File: src/rtl/tstrx_pkg.sv
// Shared definitions for the test receiver capture cell.
package tstrx_pkg;
    // Source the shift stage loads from on capture.
    typedef enum logic {
        CAP_LEVEL = 1'b0,
        CAP_EDGE  = 1'b1
    } cap_mode_e;
endpackage

File: src/rtl/tstrx_sync.sv
// Multi-flop synchronizer for one comparator output.
// Assumes the input may change at any time relative to clk.
// The output is the input delayed by STAGES clocks.
module tstrx_sync #(
    parameter int STAGES = 2
) (
    input  logic clk,
    input  logic rst_n,
    input  logic d,
    output logic q
);
    logic [STAGES-1:0] pipe;

    generate
        if (STAGES == 1) begin : g_one
            // single stage: register the input directly
            always_ff @(posedge clk) begin
                if (!rst_n) pipe <= '0;
                else        pipe <= d;
            end
        end else begin : g_many
            // chain of stages: shift the input toward the top bit
            always_ff @(posedge clk) begin
                if (!rst_n) pipe <= '0;
                else        pipe <= {pipe[STAGES-2:0], d};
            end
        end
    endgenerate

    assign q = pipe[STAGES-1];
endmodule

File: src/rtl/tstrx_edge_mem.sv
// Edge-direction memory for one leg.
// Assumes lvl is already synchronous to clk. A change in lvl stores the
// new level, so a rising edge stores 1 and a falling edge stores 0.
// The init strobe loads INIT_VALUE and wins over a same-cycle edge.
module tstrx_edge_mem #(
    parameter logic INIT_VALUE = 1'b0
) (
    input  logic clk,
    input  logic rst_n,
    input  logic lvl,
    input  logic init_strobe,
    output logic mem_q
);
    logic lvl_d;
    logic edge_seen;

    assign edge_seen = lvl ^ lvl_d;

    // remember previous level for edge detection
    always_ff @(posedge clk) begin
        if (!rst_n) lvl_d <= 1'b0;
        else        lvl_d <= lvl;
    end

    // hold direction of last edge, or the initialized value
    always_ff @(posedge clk) begin
        if (!rst_n)          mem_q <= INIT_VALUE;
        else if (init_strobe) mem_q <= INIT_VALUE;
        else if (edge_seen)   mem_q <= lvl;
    end
endmodule

File: src/rtl/tstrx_bscell.sv
// Observe-only boundary-register cell: shift stage plus update stage.
// Capture has priority over shift. The update stage changes only on update_en.
module tstrx_bscell (
    input  logic clk,
    input  logic rst_n,
    input  logic capture_en,
    input  logic shift_en,
    input  logic update_en,
    input  logic cap_d,
    input  logic scan_in,
    output logic scan_q,
    output logic upd_q
);
    // shift stage: parallel load on capture, serial load on shift
    always_ff @(posedge clk) begin
        if (!rst_n)          scan_q <= 1'b0;
        else if (capture_en) scan_q <= cap_d;
        else if (shift_en)   scan_q <= scan_in;
    end

    // update stage: copy of shift stage on request
    always_ff @(posedge clk) begin
        if (!rst_n)         upd_q <= 1'b0;
        else if (update_en) upd_q <= scan_q;
    end
endmodule

File: src/rtl/tstrx_capture.sv
// Top of the test receiver capture cell: one synchronizer, edge memory
// and boundary cell per leg. The scan chain runs tdi -> leg 0 -> ... ->
// leg LEGS-1 -> tdo. Assumes the comparator outputs are digital levels.
module tstrx_capture
    import tstrx_pkg::*;
#(
    parameter int   LEGS        = 2,
    parameter int   SYNC_STAGES = 2,
    parameter logic INIT_VALUE  = 1'b0
) (
    input  logic            clk,
    input  logic            rst_n,
    input  logic [LEGS-1:0] cmp_in,
    input  logic            ac_mode,
    input  logic            init_strobe,
    input  logic            capture_dr,
    input  logic            shift_dr,
    input  logic            update_dr,
    input  logic            tdi,
    output logic            tdo,
    output logic [LEGS-1:0] upd_q
);
    localparam int CHAIN_LEN = LEGS + 1;

    cap_mode_e         mode;
    logic [LEGS-1:0]   sync_lvl;
    logic [LEGS-1:0]   edge_mem;
    logic [LEGS-1:0]   cap_src;
    logic [LEGS-1:0]   scan_q;
    logic [CHAIN_LEN-1:0] chain;

    assign mode     = cap_mode_e'(ac_mode);
    assign chain[0] = tdi;
    assign tdo      = chain[CHAIN_LEN-1];

    generate
        for (genvar i = 0; i < LEGS; i++) begin : g_leg
            tstrx_sync #(.STAGES(SYNC_STAGES)) u_sync (
                .clk   (clk),
                .rst_n (rst_n),
                .d     (cmp_in[i]),
                .q     (sync_lvl[i])
            );

            tstrx_edge_mem #(.INIT_VALUE(INIT_VALUE)) u_mem (
                .clk         (clk),
                .rst_n       (rst_n),
                .lvl         (sync_lvl[i]),
                .init_strobe (init_strobe),
                .mem_q       (edge_mem[i])
            );

            // pick level or edge memory per mode
            always_comb begin
                cap_src[i] = (mode == CAP_EDGE) ? edge_mem[i] : sync_lvl[i];
            end

            tstrx_bscell u_cell (
                .clk        (clk),
                .rst_n      (rst_n),
                .capture_en (capture_dr),
                .shift_en   (shift_dr),
                .update_en  (update_dr),
                .cap_d      (cap_src[i]),
                .scan_in    (chain[i]),
                .scan_q     (scan_q[i]),
                .upd_q      (upd_q[i])
            );

            assign chain[i+1] = scan_q[i];
        end
    endgenerate
endmodule

File: config.mk
export PLATFORM = sky130hd
export DESIGN_NAME = tstrx_capture
export DESIGN_NICKNAME = d
export VERILOG_FILES = /design/src/rtl/tstrx_pkg.sv /design/src/rtl/tstrx_sync.sv /design/src/rtl/tstrx_edge_mem.sv /design/src/rtl/tstrx_bscell.sv /design/src/rtl/tstrx_capture.sv
export SDC_FILE = /design/constraint.sdc
export NUM_CORES = 1
export LEC_CHECK = 0
export BUFFER_PORTS_ARGS = -buffer_cell sky130_fd_sc_hd__buf_4
export CORE_AREA = 2 2 39 41
export DETAILED_ROUTE_END_ITERATION = 7
export DIE_AREA = 0 0 41 43
export HOLD_SLACK_MARGIN = 0.08
export PLACE_DENSITY = 0.56
export SETUP_SLACK_MARGIN = 0.15
export SLEW_MARGIN = 0
export SYNTH_ARGS = -nofsm -noshare
export SYNTH_HDL_FRONTEND = slang
export SYNTH_SLANG_ARGS = --single-unit
export TNS_END_PERCENT = 20
File: constraint.sdc
create_clock -name clk -period 2.2 [get_ports clk]
set_clock_uncertainty 0.15 [all_clocks]
set_input_delay 0.33 -clock clk [delete_from_list [all_inputs] [get_ports clk]]
set_output_delay 0.33 -clock clk [all_outputs]
set_load 0.1 [all_outputs]
==> results.cfg, run 1 <==
[route]
post-route-drc-count = 0
vias = 299
dr.first_iter.drc_count = 5
wl_um = 573
first_pass_iters = 2
drtAntennaViolNets = 0
wire_per_inst_um = 8.43
vias_per_cell = 4.40

[die]
die_h_um = 43
num_rows = 14
core_sq_mm = 0.00138
die-area_sq_mm = 0.00176
start_util = 0.318
pin_count = 13
die_w_um = 41

[synth]
syn_area_sq_um = 440
yosysWarnings = 0
syn-instance-count = 39
synth-seq-cells = 12
synthesis.nets = 49
syn_avg_cell_area_sq_um = 11.3
ys_types = 12
ys_seq_area_frac = 0.545

[flow_run]
drv_cap = 0

[sta]
rsz0062_at_grt = no
period_minus_slack_ns = 1.39
hold_violations = 0
relSlewSlack = 0.816
setup_tns_ns = 0
finalSetupViolations = 0
worst_slew_pin_slew_ns = 0.278
fmaxAchievable_ghz = 0.719
fin_crit_sh = 0.632
drv_slew = 0

[final_layout]
final_cell_mix = dfxtp_1, buf_4, mux2i_1, and2_1, clkbuf_4
fillerInstances = 137
fin_area_sq_um = 567
utilization = 0.410
diodes = 0
drive_above_1_share = 0.346
nets = 63
post_layout_nonfiller_instances = 68
syn2layout_area_growth_pct = 28.7

[global_route]
grt_pass1_wl_um = 897
grt_max_degree = 13
grt_overflow_total = 0
grtUsageTotal = 0.0859
grt_pass1_vias = 249
antenna_found_initial = 0

[worst_setup_path]
crit_fanout = 3
crit_type = reg -> out
cp_num_buf_inv = 1
crit_chain = buf_4
startpoint = g_leg[1].u_cell.scan_q
cpPeakStageDelay_ns = 0.35
crit_path_start_kind = flop
critPathSlowestCell = dfxtp_1
end_kind = output pin
cp_data_arrival_time_ns = 0.91
required_ns = 1.72
critical-path-top-delay-family = flip-flops
r2r-start = g_leg[1].u_mem.lvl_d

[placement]
dp_hpwl_um = 453
place_area_sq_um = 531
gp_congestion = 0.589
place_inst = 64
portBuffers = 12

[cts]
clock_latency_ns = 0.26
clk_pin_slew_ns = 0.07
cts_tree = done
cts_setup_buffers = 0
root_buffer = clkbuf_4
cts_inserted_buffers = 3
h-tree-depth = 1
postCtsHoldBufs = 0
clockBufferDepth = 2
clock_sinks = 12
post_cts_resized = 0

[worst_hold_path]
holdCritStartpoint = cmp_in[1]
hp-class = in -> reg

[status]
status = completed

[pwr]
cellPowerDensity_mw_per_mm2 = 769
p_leak_nw = 0.262
ir_drop_mv = 0.363
==> cell usage after synthesis <==
cell | n | area share
nor2b_1 | 2 | 0.028
mux2i_1 | 6 | 0.14
buf_4 | 2 | 0.034
and2_1 | 6 | 0.085
nand2b_1 | 1 | 0.014
and3b_1 | 2 | 0.040
dfxtp_1 | 12 | 0.55
o22ai_1 | 2 | 0.028
inv_1 | 2 | 0.017
nand2_1 | 1 | 0.0085
buf_2 | 1 | 0.011
maj3_2 | 2 | 0.051
==> per-layer routing <==
metal,wire (um),vias to the layer above,global-route usage
met1,260,127,0.0820
met2,221,13,0.109
li1,-,157,-
met4,10,0,0.0800
met3,81,2,0.0681
met5,0,-,0
==> final timing paths <==
check	cells past startpoint	to	slack [ns]
worst min register to register	1	g_leg[1].u_sync.pipe[1]	0.29
worst min-delay path	2	g_leg[1].u_sync.pipe[0]	0.12
worst max-delay path	1	tdo	0.81
worst max register to register	3	g_leg[1].u_mem.mem_q	1.15
==> layout make-up <==
| type | instances | area [sq um] | share of cell area |
|---|---|---|---|
| flip-flops and latches | 12 | 240 | 0.424 |
| well taps | 16 | 20.0 | 0.0353 |
| repair buffers | 12 | 90.1 | 0.159 |
| inverters | 2 | 7.51 | 0.0132 |
| clock buffers | 4 | 36.3 | 0.0640 |
| multi-input cells | 22 | 173 | 0.305 |
==> stage by stage <==
step                      hold slack [ns]  power, mW  worst slack (ns)
after floorplan                     0.262      0.257             0.713
after global placement              0.266      0.274              1.11
after detailed placement            0.271      0.274              1.10
after CTS                           0.110      0.442             0.802
after global routing               0.0948      0.462             0.762
final                               0.118      0.436             0.810
==> sequential cells by signal, indices dropped and copies added (netlist names) <==
name	cells
g_leg.u_sync.pipe	4
g_leg.u_cell.scan_q	2
g_leg.u_mem.mem_q	2
g_leg.u_mem.lvl_d	2
g_leg.u_cell.upd_q	2
==> kinds of logic (layout without fill, tap and decap cells) <==
| family | count (synthesis) | in the layout | synth area share |
|---|---|---|---|
| flip-flops | 12 | 12 | 0.545 |
| AND/OR/NAND/NOR | 12 | 12 | 0.176 |
| multiplexers | 6 | 6 | 0.136 |
| buffers and inverters | 5 | 18 | 0.0625 |
| adder cells (fa/ha/maj) | 2 | 2 | 0.0511 |
| AO/OA/AOI/OAI | 2 | 2 | 0.0284 |
==> report_power, final <==
group,internal (mW),switching (mW)
logic,0.0219,0.0192
registers,0.224,0.00325
clock network,0.100,0.0664
Note: power is estimated with default switching activity, not from simulation.
==> run 2, diff against run 1 <==
- PLACE_DENSITY: 0.56 -> 0.58
- clock period: 2.2 -> 1.1 ns (I/O delays scaled with it)
==> run 2 against run 1 <==
  * The run now ends with negative setup slack left
  * Total power grew 100%
  * Count of clock-buffer cells in the layout is the same
  * Sequential power increased by 100%
  * Die area did not move
  * Non-clock buffer count is 3 higher
  * Sequential share of layout area fell by 3.7 points
  * Global-route usage rose by 1.5 points
  * Combinational power increased by 130%
  * Critical endpoint is now upd_q[0]
  * Largest cell class unchanged
  * Largest power group unchanged
==> results.cfg, run 2 (same netlist as run 1, synthesis figures left out) <==
[status]
status = finished, violations left
violations = negative setup slack

[worst_setup_path]
critical-path-top-delay-family = flip-flops
cp_data_arrival_time_ns = 0.79
startpoint = g_leg[0].u_cell.upd_q
required_ns = 0.78
crit_chain = buf_12
crit_type = reg -> out
critPathSlowestCell = dfxtp_2
r2r-start = g_leg[1].u_mem.lvl_d
crit_path_start_kind = flop
cpPeakStageDelay_ns = 0.35
end_kind = output pin
cp_num_buf_inv = 1
crit_fanout = 2

[route]
first_pass_iters = 2
dr.first_iter.drc_count = 1
vias = 298
drtAntennaViolNets = 0
post-route-drc-count = 0
wl_um = 650
wire_per_inst_um = 9.15
vias_per_cell = 4.20

[cts]
postCtsHoldBufs = 2
cts_inserted_buffers = 3
cts_tree = done
clk_pin_slew_ns = 0.07
root_buffer = clkbuf_4
h-tree-depth = 1
clock_latency_ns = 0.26
clockBufferDepth = 2
clock_sinks = 12

[final_layout]
multiInputGateArea_sq_um = 173
largest_reg_flops = 4
utilization = 0.465
top_register = g_leg.u_sync.pipe
syn2layout_area_growth_pct = 46.0
nets = 66
diodes = 0
drive_above_1_share = 0.455
fillerInstances = 134
layout_commonest_cell = buf_4
final_cell_mix = buf_4, dfxtp_1, mux2i_1, and2_1, dfxtp_2
seq_area_sq_um = 249
fin_area_sq_um = 643

[placement]
portBuffers = 12
gp_congestion = 0.577
place_area_sq_um = 534
dp_hpwl_um = 495

[pwr]
p_leak_nw = 0.296
switching_share = 0.207
ir_drop_mv = 0.633
p_switching_mw = 0.184
p_seq_frac = 0.513
clock_power_share = 0.379
cellPowerDensity_mw_per_mm2 = 1380
pwr-share-comb = 0.108
p_int_mw = 0.705
p_total_mw = 0.889

[die]
start_util = 0.318
pin_count = 13
num_rows = 14
core_sq_mm = 0.00138
die-area_sq_mm = 0.00176
die_h_um = 43
die_w_um = 41

[sta]
worst_slew_pin_slew_ns = 0.137
finalSetupViolations = 1
fin_ws_ns = -0.0000280
setup_tns_ns = -0.0000280
fmaxAchievable_ghz = 0.909
drv_slew = 0
relSlewSlack = 0.906
rsz0062_at_grt = yes
period_minus_slack_ns = 1.10
hold_violations = 0
fin_crit_sh = 1.00

[worst_hold_path]
holdCritStartpoint = capture_dr
hp-class = in -> reg

[global_route]
antenna_found_initial = 0
grt_pass1_vias = 305
grt_overflow_total = 0
grtUsageTotal = 0.101
grt_max_degree = 13
grt_pass1_wl_mm = 1.19

[flow_run]
drv_cap = 0
run 2: cell count changes in the layout (fill, tap and decap cells not counted), sizes merged:
cell	change
dlygate4sd3	+1
dlymetal6s4s	+1
buf	+1
run 2: through the flow:
step | hold slack (ns) | setup WS, ns | instances
finish | 0.0243 | -0.0000280 | 71
global route | 0.0180 | -0.0388 | 71
CTS | 0.0166 | -0.0152 | 71
detailed placement | 0.228 | 0.0607 | 64
global placement | 0.223 | 0.0628 | 64
floorplan | 0.142 | 0.0876 | 39
run 2: final timing paths:
kind,cells after the start,endpoint,slack (ns)
max,1,upd_q[0],-0.00003
min,3,g_leg[0].u_cell.scan_q,0.02
max reg2reg,3,g_leg[1].u_mem.mem_q,0.07
min reg2reg,1,g_leg[0].u_sync.pipe[1],0.29
run 2: metal layers:
metal	global-route usage	wire length (um)	part of all wire	vias up
li1	-	-	-	159
met1	0.124	300	0.46	128
met2	0.138	280	0.43	9
met3	0.0314	64	0.098	2
met4	0.0800	4	0.0062	0
met5	0	0	0	-
run 2: layout make-up:
cell class / instances / area share
flip-flops and latches: 12 / 0.387
multi-input cells: 22 / 0.268
inverters: 2 / 0.0117
clock buffers: 4 / 0.0564
well taps: 16 / 0.0311
repair buffers: 15 / 0.245
run 2: power by group through the flow:
stage | combinational [mW] | clock [mW] | sequential, mW
final | 0.0961 | 0.337 | 0.456
after global routing | 0.105 | 0.375 | 0.458
after CTS | 0.0969 | 0.355 | 0.456
after detailed placement | 0.0837 | 0 | 0.464
after global placement | 0.0833 | 0 | 0.464
after floorplan | 0.0428 | 0 | 0.470
run 2: what timing repair did:
item,in CTS,in global routing
setup buffers,1,0
resized for setup,12,3
endpoints found under the setup margin,5,9
gates cloned,0,0
endpoints found under the hold margin,12,12
pin swaps,4,4
